[config.mk]
export PLATFORM = sky130hd
export DESIGN_NAME = reg_seq_ctrl
export DESIGN_NICKNAME = d
export VERILOG_FILES = /design/src/rtl/reg_seq_pkg.sv /design/src/rtl/seq_ref_ramp.sv /design/src/rtl/seq_oc_timer.sv /design/src/rtl/seq_gate_ctrl.sv /design/src/rtl/reg_seq_ctrl.sv
export SDC_FILE = /design/constraint.sdc
export NUM_CORES = 1
export LEC_CHECK = 0
export ABC_AREA = 1
export BUFFER_PORTS_ARGS = -buffer_cell sky130_fd_sc_hd__buf_4
export CORE_MARGIN = 2
export CORE_UTILIZATION = 32
export DETAILED_ROUTE_END_ITERATION = 12
export PLACE_DENSITY_LB_ADDON = 0.15
export SETUP_SLACK_MARGIN = 0.3
export SYNTH_ARGS = -nofsm -noshare
export SYNTH_HDL_FRONTEND = slang
export SYNTH_SLANG_ARGS = --single-unit
export TNS_END_PERCENT = 1
[constraint.sdc]
create_clock -name clk_i -period 5.3 [get_ports clk_i]
set_clock_uncertainty 0.1 [all_clocks]
set_input_delay 1.06 -clock clk_i [delete_from_list [all_inputs] [get_ports clk_i]]
set_output_delay 1.06 -clock clk_i [all_outputs]
set_load 0.02 [all_outputs]
[src/rtl/reg_seq_pkg.sv]
package reg_seq_pkg;
  typedef enum logic [2:0] {
    ST_OFF,
    ST_START,
    ST_SOFT,
    ST_RUN,
    ST_OC,
    ST_OV
  } seq_state_e;

  typedef enum logic [1:0] {
    RM_HOLD,
    RM_TRACK,
    RM_FALL
  } ramp_mode_e;
endpackage

[src/rtl/seq_ref_ramp.sv]
module seq_ref_ramp
  import reg_seq_pkg::*;
#(
  parameter int W       = 12,
  parameter int UP_STEP = 14,
  parameter int DN_STEP = 3
) (
  input  logic         clk_i,
  input  logic         rst_ni,
  input  logic         tick_i,
  input  logic         clr_i,
  input  ramp_mode_e   mode_i,
  input  logic [W-1:0] target_i,
  output logic [W-1:0] ref_o,
  output logic         at_target_o
);
  localparam logic [W-1:0] STEP_U = W'(UP_STEP);
  localparam logic [W-1:0] STEP_D = W'(DN_STEP);

  logic [W-1:0] ref_q, ref_d;

  always_comb begin
    ref_d = ref_q;
    if (clr_i) begin
      ref_d = '0;
    end else if (tick_i) begin
      unique case (mode_i)
        RM_TRACK: begin
          if (ref_q < target_i)
            ref_d = (target_i - ref_q > STEP_U) ? ref_q + STEP_U : target_i;
          else if (ref_q > target_i)
            ref_d = (ref_q - target_i > STEP_U) ? ref_q - STEP_U : target_i;
        end
        RM_FALL: ref_d = (ref_q > STEP_D) ? ref_q - STEP_D : '0;
        default: ref_d = ref_q;
      endcase
    end
  end

  always_ff @(posedge clk_i or negedge rst_ni) begin
    if (!rst_ni) ref_q <= '0;
    else         ref_q <= ref_d;
  end

  assign ref_o       = ref_q;
  assign at_target_o = (ref_q == target_i);


  ref_step_on_tick_chk: assert property (@(posedge clk_i) disable iff (!rst_ni)
    (!tick_i && !clr_i) |=> $stable(ref_q));

  ref_fall_mono_chk: assert property (@(posedge clk_i) disable iff (!rst_ni)
    (mode_i == RM_FALL && !clr_i) |=> (ref_q <= $past(ref_q)));
endmodule

[src/rtl/seq_oc_timer.sv]
module seq_oc_timer #(
  parameter int OC_US = 50
) (
  input  logic clk_i,
  input  logic rst_ni,
  input  logic tick_i,
  input  logic arm_i,
  output logic expire_o
);
  localparam int CW = $clog2(OC_US + 1);
  localparam logic [CW-1:0] LIMIT = CW'(OC_US);

  logic [CW-1:0] cnt_q;

  always_ff @(posedge clk_i or negedge rst_ni) begin
    if (!rst_ni)                      cnt_q <= '0;
    else if (!arm_i)                  cnt_q <= '0;
    else if (tick_i && cnt_q != LIMIT) cnt_q <= cnt_q + 1'b1;
  end

  assign expire_o = arm_i && (cnt_q == LIMIT);


  oc_cnt_bound_chk: assert property (@(posedge clk_i) disable iff (!rst_ni)
    cnt_q <= LIMIT);

  oc_no_early_expire_chk: assert property (@(posedge clk_i) disable iff (!rst_ni)
    !arm_i |=> !expire_o);
endmodule

[src/rtl/seq_gate_ctrl.sv]
module seq_gate_ctrl #(
  parameter int DEAD_CYC = 1
) (
  input  logic clk_i,
  input  logic rst_ni,
  input  logic hs_req_i,
  input  logic ls_req_i,
  output logic hs_o,
  output logic ls_o
);
  localparam int DCW = $clog2(DEAD_CYC + 1);
  localparam logic [DCW-1:0] DEAD_LD = DCW'(DEAD_CYC);

  logic [1:0]     want, cur_q;
  logic [DCW-1:0] dead_q;

  assign want = {hs_req_i & ~ls_req_i, ls_req_i & ~hs_req_i};

  always_ff @(posedge clk_i or negedge rst_ni) begin
    if (!rst_ni) begin
      cur_q  <= '0;
      dead_q <= '0;
    end else if (cur_q != 2'b00 && want != cur_q) begin
      cur_q  <= '0;
      dead_q <= DEAD_LD;
    end else if (cur_q == 2'b00) begin
      if (dead_q != '0) dead_q <= dead_q - 1'b1;
      else              cur_q  <= want;
    end
  end

  assign hs_o = cur_q[1];
  assign ls_o = cur_q[0];


  gate_excl_chk: assert property (@(posedge clk_i) disable iff (!rst_ni)
    !(hs_o && ls_o));

  gate_dead_ls_chk: assert property (@(posedge clk_i) disable iff (!rst_ni)
    $rose(ls_o) |-> !$past(hs_o));

  gate_dead_hs_chk: assert property (@(posedge clk_i) disable iff (!rst_ni)
    $rose(hs_o) |-> !$past(ls_o));
endmodule

[src/rtl/reg_seq_ctrl.sv]
module reg_seq_ctrl
  import reg_seq_pkg::*;
#(
  parameter int W          = 12,
  parameter int STARTUP_US = 20,
  parameter int SS_STEP    = 14,
  parameter int READY_US   = 50,
  parameter int OC_US      = 50,
  parameter int OV_ABS     = 2900,
  parameter int OV_OFS     = 400,
  parameter int UV_OFS     = 300,
  parameter int OV_STEP    = 3,
  parameter int DEAD_CYC   = 1
) (
  input  logic         clk_i,
  input  logic         rst_ni,
  input  logic         us_tick_i,
  input  logic         en_i,
  input  logic         vcc_ok_i,
  input  logic         vin_ok_i,
  input  logic [W-1:0] target_i,
  input  logic [W-1:0] vout_i,
  input  logic         oc_slow_i,
  input  logic         oc_fast_i,
  input  logic         pwm_i,
  output logic         ready_o,
  output logic         hs_en_o,
  output logic         ls_en_o,
  output logic [W-1:0] ref_o
);
  localparam int XW   = W + 2;
  localparam int DMAX = (STARTUP_US > READY_US) ? STARTUP_US : READY_US;
  localparam int DW   = $clog2(DMAX + 1);
  localparam logic [DW-1:0] START_LAST = DW'(STARTUP_US - 1);
  localparam logic [DW-1:0] READY_LIM  = DW'(READY_US);
  localparam logic [XW-1:0] OV_ABS_X   = XW'(OV_ABS);
  localparam logic [XW-1:0] OV_OFS_X   = XW'(OV_OFS);
  localparam logic [XW-1:0] UV_OFS_X   = XW'(UV_OFS);

  seq_state_e    state_q, state_d;
  logic [DW-1:0] dly_q;
  logic          ready_q;
  logic          supply_ok, at_target, oc_expire;
  logic          ov_rel, ov_abs, uv;
  logic          hs_req, ls_req, ramp_clr;
  ramp_mode_e    ramp_mode;
  logic [W-1:0]  ref_w;
  logic [XW-1:0] vout_x, ref_x;

  assign supply_ok = vcc_ok_i && vin_ok_i;
  assign vout_x    = XW'(vout_i);
  assign ref_x     = XW'(ref_w);
  assign ov_rel    = vout_x > ref_x + OV_OFS_X;
  assign ov_abs    = vout_x > OV_ABS_X;
  assign uv        = vout_x + UV_OFS_X < ref_x;

  // next state
  always_comb begin
    state_d = state_q;
    unique case (state_q)
      ST_OFF:   if (en_i && supply_ok) state_d = ST_START;
      ST_START: begin
        if (!en_i || !supply_ok)                    state_d = ST_OFF;
        else if (us_tick_i && dly_q == START_LAST)  state_d = ST_SOFT;
      end
      ST_SOFT: begin
        if (!en_i || !supply_ok) state_d = ST_OFF;
        else if (at_target)      state_d = ST_RUN;
      end
      ST_RUN: begin
        if (!en_i || !supply_ok)        state_d = ST_OFF;
        else if (oc_fast_i || oc_expire) state_d = ST_OC;
        else if (ov_rel)                 state_d = ST_OV;
      end
      ST_OC, ST_OV: if (!en_i) state_d = ST_OFF;
      default: state_d = ST_OFF;
    endcase
  end

  always_ff @(posedge clk_i or negedge rst_ni) begin
    if (!rst_ni) begin
      state_q <= ST_OFF;
      dly_q   <= '0;
      ready_q <= 1'b0;
    end else begin
      state_q <= state_d;
      if (state_d != state_q)
        dly_q <= '0;
      else if (us_tick_i && (state_q == ST_START ||
               (state_q == ST_RUN && at_target && dly_q < READY_LIM)))
        dly_q <= dly_q + 1'b1;
      ready_q <= (state_d == ST_RUN) && (state_q == ST_RUN) &&
                 (dly_q >= READY_LIM) && !uv;
    end
  end

  // reference ramp control
  always_comb begin
    ramp_clr  = (state_q == ST_OFF) || (state_q == ST_START);
    unique case (state_q)
      ST_SOFT, ST_RUN: ramp_mode = RM_TRACK;
      ST_OV:           ramp_mode = RM_FALL;
      default:         ramp_mode = RM_HOLD;
    endcase
  end

  // gate requests
  always_comb begin
    hs_req = 1'b0;
    ls_req = 1'b0;
    if (supply_ok) begin
      unique case (state_q)
        ST_SOFT, ST_RUN: begin
          if ((state_q == ST_SOFT) ? ov_abs : ov_rel) begin
            ls_req = 1'b1;
          end else if (!oc_fast_i) begin
            hs_req = pwm_i;
            ls_req = !pwm_i;
          end
        end
        ST_OV:   ls_req = (ref_w == '0) || ov_rel;
        default: ;
      endcase
    end
  end

  seq_ref_ramp #(.W(W), .UP_STEP(SS_STEP), .DN_STEP(OV_STEP)) u_ramp (
    .clk_i      (clk_i),
    .rst_ni     (rst_ni),
    .tick_i     (us_tick_i),
    .clr_i      (ramp_clr),
    .mode_i     (ramp_mode),
    .target_i   (target_i),
    .ref_o      (ref_w),
    .at_target_o(at_target)
  );

  seq_oc_timer #(.OC_US(OC_US)) u_oc_timer (
    .clk_i   (clk_i),
    .rst_ni  (rst_ni),
    .tick_i  (us_tick_i),
    .arm_i   (oc_slow_i && state_q == ST_RUN),
    .expire_o(oc_expire)
  );

  seq_gate_ctrl #(.DEAD_CYC(DEAD_CYC)) u_gate (
    .clk_i   (clk_i),
    .rst_ni  (rst_ni),
    .hs_req_i(hs_req),
    .ls_req_i(ls_req),
    .hs_o    (hs_en_o),
    .ls_o    (ls_en_o)
  );

  assign ready_o = ready_q;
  assign ref_o   = ref_w;


  idle_hold_chk: assert property (@(posedge clk_i) disable iff (!rst_ni)
    (state_q == ST_OFF && !en_i) |=> (state_q == ST_OFF && !ready_o));

  ready_only_run_chk: assert property (@(posedge clk_i) disable iff (!rst_ni)
    ready_o |-> (state_q == ST_RUN));

  fast_oc_stop_chk: assert property (@(posedge clk_i) disable iff (!rst_ni)
    (state_q == ST_RUN && en_i && supply_ok && oc_fast_i) |=>
      (state_q == ST_OC && !ready_o));

  ov_hs_off_chk: assert property (@(posedge clk_i) disable iff (!rst_ni)
    (state_q == ST_OV) |=> !hs_en_o);

  latch_hold_chk: assert property (@(posedge clk_i) disable iff (!rst_ni)
    ((state_q == ST_OC || state_q == ST_OV) && en_i) |=> $stable(state_q));

  supply_drop_chk: assert property (@(posedge clk_i) disable iff (!rst_ni)
    (!supply_ok && (state_q == ST_START || state_q == ST_SOFT || state_q == ST_RUN))
      |=> (state_q == ST_OFF));
endmodule

==> metrics.md <==
| Metric | Value |
|---|---|
| # setup viols final | `0` |
| Post-Route WL | `16000 µm` |
| Synth unique cells | `47` |
| Power density cells | `124 nW/µm²` |
| Clk Latency, worst-skew pair | `0.28 ns` |
| Cells after Synth | `822` |
| Non-Filler Instances | `1075` |
| Area grow syn2layout | `13.9%` |
| Clk slew on worst S/H paths | `0.05 ns` |
| Hold slack | `0.431 ns` |
| Syn avg cell area | `6.16 µm²` |
| Post-synthesis net count | `915` |
| Critical Path RT | `5.42 ns` |
| Worst setup SP type | `input pin` |
| Ys Warns | `0` |
| Synth Cell Area | `5060 µm²` |
| Initial antenna violation count | `0` |
| Fin Setup TNS | `0 ns` |
| Hold crit path type | `reg -> reg` |
| Hold Vio Cnt, Final | `0` |
| FILL cells | `1737` |
| Leak Pwr | `3.18 nW` |
| CP Capture Type | `flop` |
| Drt wl/cell | `14.9 µm` |
| IO Count | `48` |
| Hold buffers post-CTS | `0` |
| CTS root buffer | `clkbuf_16` |
| Iteration-0 DRC Markers | `358` |
| Critical path class | `in -> reg` |
| Async set or reset register ratio after synthesis | `100%` |
| R2r startpoint | `u_ramp.ref_o[0]` |
| CP max FO | `17` |
| Post-route ant nets | `0` |
| Total congestion overflow | `0` |
| Post-CTS Resized | `0` |
| Placed cell count | `1068` |
| RSZ-0062 raised after global routing | `no` |
| DP Wirelength | `13000 µm` |
| Drt via density | `4.84` |
| #FFs+latches synth | `31` |
| Placer's final routability congestion estimate | `0.919` |
| Remaining routing DRC violations | `0` |
| Slew headroom | `57.9%` |
| Top FF cell, synth | `dfrtp_1` |
| Final worst path period share | `71.5%` |
| First-pass DRT Iterations | `5` |
| GRT Util Overall | `19.7%` |
| Arrival time at the worst endpoint | `3.91 ns` |
| Final-report max-slew violation count | `0` |
| TritonCTS clock tree | `built` |
| N_diodes | `0` |
| Number of global-route vias before repair | `5009` |
| Die Y | `130 µm` |
| First-pass GRT wire length | `26200 µm` |
| Min Tclk post-route | `3.79 ns` |
| Worst-Margin Slew | `0.624 ns` |
| Number of buffers created by CTS | `5` |
| Count of standard-cell rows | `45` |
| Core area | `15300 µm²` |
| Layout cells sized above 1 | `11.2%` |
| Via count | `5201` |
| Worst hold start | `u_gate.dead_q` |
| Starting Density | `33.0%` |
| Post-CTS Setup Inserts | `0` |
| NumNets Final | `957` |
| Clock Sinks | `31` |
| CP startpoint | `target_i[5]` |
| Port-buffer cells | `47` |
| Longest Clk Path Bufs | `2` |
| Die X | `130 µm` |
| Max-cap violations | `0` |
| Die ar. | `16800 µm²` |
| H-tree levels | `2` |
| Worst ir drop on vdd | `0.0000995 V` |
| Fmax | `264 MHz` |
| Seq/Total Area, Yosys | `15.3%` |
| R2r setup slk | `1.70 ns` |
| Status | `completed` |
| Number of synthesized flops with an enable pin | `0` |
| Largest net degree at the start of global routing | `32` |
[cell usage after synthesis (2+ instances only)]
library cell | n | share of area, %
nand2_1 | 238 | 18
inv_1 | 122 | 9.0
nand3_1 | 88 | 8.7
nor2_1 | 67 | 5.0
ha_1 | 58 | 14
a21oi_1 | 39 | 3.9
xor2_1 | 35 | 6.1
dfrtp_1 | 31 | 15
nand4_1 | 26 | 3.2
o21ai_0 | 16 | 1.6
nor3_1 | 12 | 1.2
nand2_2 | 9 | 1.1
clkbuf_1 | 6 | 0.44
inv_2 | 6 | 0.44
nor2_2 | 6 | 0.74
xnor2_1 | 6 | 1.0
buf_2 | 5 | 0.49
nor2_4 | 5 | 1.1
o21ai_1 | 4 | 0.40
a31oi_1 | 3 | 0.37
nand4_2 | 3 | 0.74
o211ai_1 | 3 | 0.44
o21bai_1 | 3 | 0.44
fa_1 | 2 | 0.79
nand2_4 | 2 | 0.44
nand3_4 | 2 | 0.69
nand3b_1 | 2 | 0.30
nor2_8 | 2 | 0.79
o31ai_1 | 2 | 0.30
or2_2 | 2 | 0.25
[metrics by stage]
step / worst slack, ns / util [%] / cell area, µm² / total power (W)
final: 1.51 / 37.7 / 5770 / 0.000716
after global routing: 1.19 / 37.7 / 5770 / 0.000759
after CTS: 1.56 / 37.7 / 5770 / 0.000725
after detailed placement: 1.27 / 36.7 / 5620 / 0.000427
after global placement: 1.38 / 36.7 / 5620 / 0.000427
after floorplan: 2.20 / - / 5060 / 0.000366
[per-layer routing]
| layer | up-vias | track usage (%) | share of wire [%] |
|---|---|---|---|
| met1 | 2345 | 28.5 | 50 |
| met5 | - | 0 | 0 |
| li1 | 2738 | - | - |
| met3 | 16 | 2.34 | 3.7 |
| met2 | 102 | 31.8 | 45 |
| met4 | 0 | 3.61 | 1.0 |
[worst max-delay path, cell delays in order]
cell,delay [ns]
buf_4,0.09
inv_1,0.07
ha_1,0.41
nand2_1,0.11
nand2_1,0.06
inv_1,0.11
nor2_1,0.05
o21ai_0,0.15
nand3_1,0.48
nand3_1,0.21
nand2_1,0.37
nor2_1,0.30
inv_1,0.16
a21oi_1,0.15
nand2_1,0.07
nand2_1,0.06
[cells in the final DEF (no fill, tap or decap), types with 4 or more instances in the layout]
cell type / count
nor2_2: 6
clkbuf_16: 5
nand4_1: 26
inv_1: 122
nand3_1: 88
o21ai_1: 4
a21oi_1: 39
buf_4: 47
xor2_1: 35
nand2_2: 9
xnor2_1: 6
nand2_1: 238
o21ai_0: 16
nor3_1: 12
inv_2: 6
nor2_1: 67
nor2_4: 5
ha_1: 58
dfrtp_1: 31
[cells by family (layout without fill, tap and decap cells)]
kind of cell | after synthesis | in the layout | share of synthesized area (%)
fa+ha+maj | 60 | 60 | 15.1
compound gates | 81 | 81 | 9.20
simple gates | 468 | 468 | 42.6
flops | 31 | 31 | 15.3
xor+xnor | 41 | 41 | 7.10
buf+inv | 141 | 183 | 10.7
[power breakdown]
| part | internal (W) | leakage, nW | switching (W) | total (W) |
|---|---|---|---|---|
| registers | 0.000240 | 0.432 | 0.00000534 | 0.000245 |
| logic | 0.0000678 | 2.68 | 0.000109 | 0.000177 |
| clock network | 0.000183 | 0.0727 | 0.000111 | 0.000294 |
| total | 0.000491 | 3.18 | 0.000225 | 0.000716 |
[worst paths after layout]
path,to,cells past startpoint
setup / recovery,u_ramp.ref_o[9],16
hold / removal,u_gate.dead_q,2
setup reg to reg,u_ramp.ref_o[9],15
hold reg to reg,u_gate.dead_q,2
max in group asynchronous,u_ramp.ref_o[1],1
min in group asynchronous,dly_q[3],1
[sequential cells by signal, indices dropped and copies added (netlist names)]
| register | flops |
|---|---|
| dly_q | 6 |
| ready_o | 1 |
| state_q | 3 |
| u_gate.cur_q | 2 |
| u_gate.dead_q | 1 |
| u_oc_timer.cnt_q | 6 |
| u_ramp.ref_o | 12 |
[layout make-up]
class / instances / area (µm²) / share of cell area (%)
multi-input cells: 650 / 3750 / 65.0
clock inverters: 1 / 5.00 / 0.0868
clock buffers: 6 / 139 / 2.41
repair buffers: 47 / 353 / 6.12
inverters: 129 / 484 / 8.40
flip-flops and latches: 31 / 776 / 13.5
well taps: 211 / 264 / 4.58
Power figures use the tool's default switching activity.
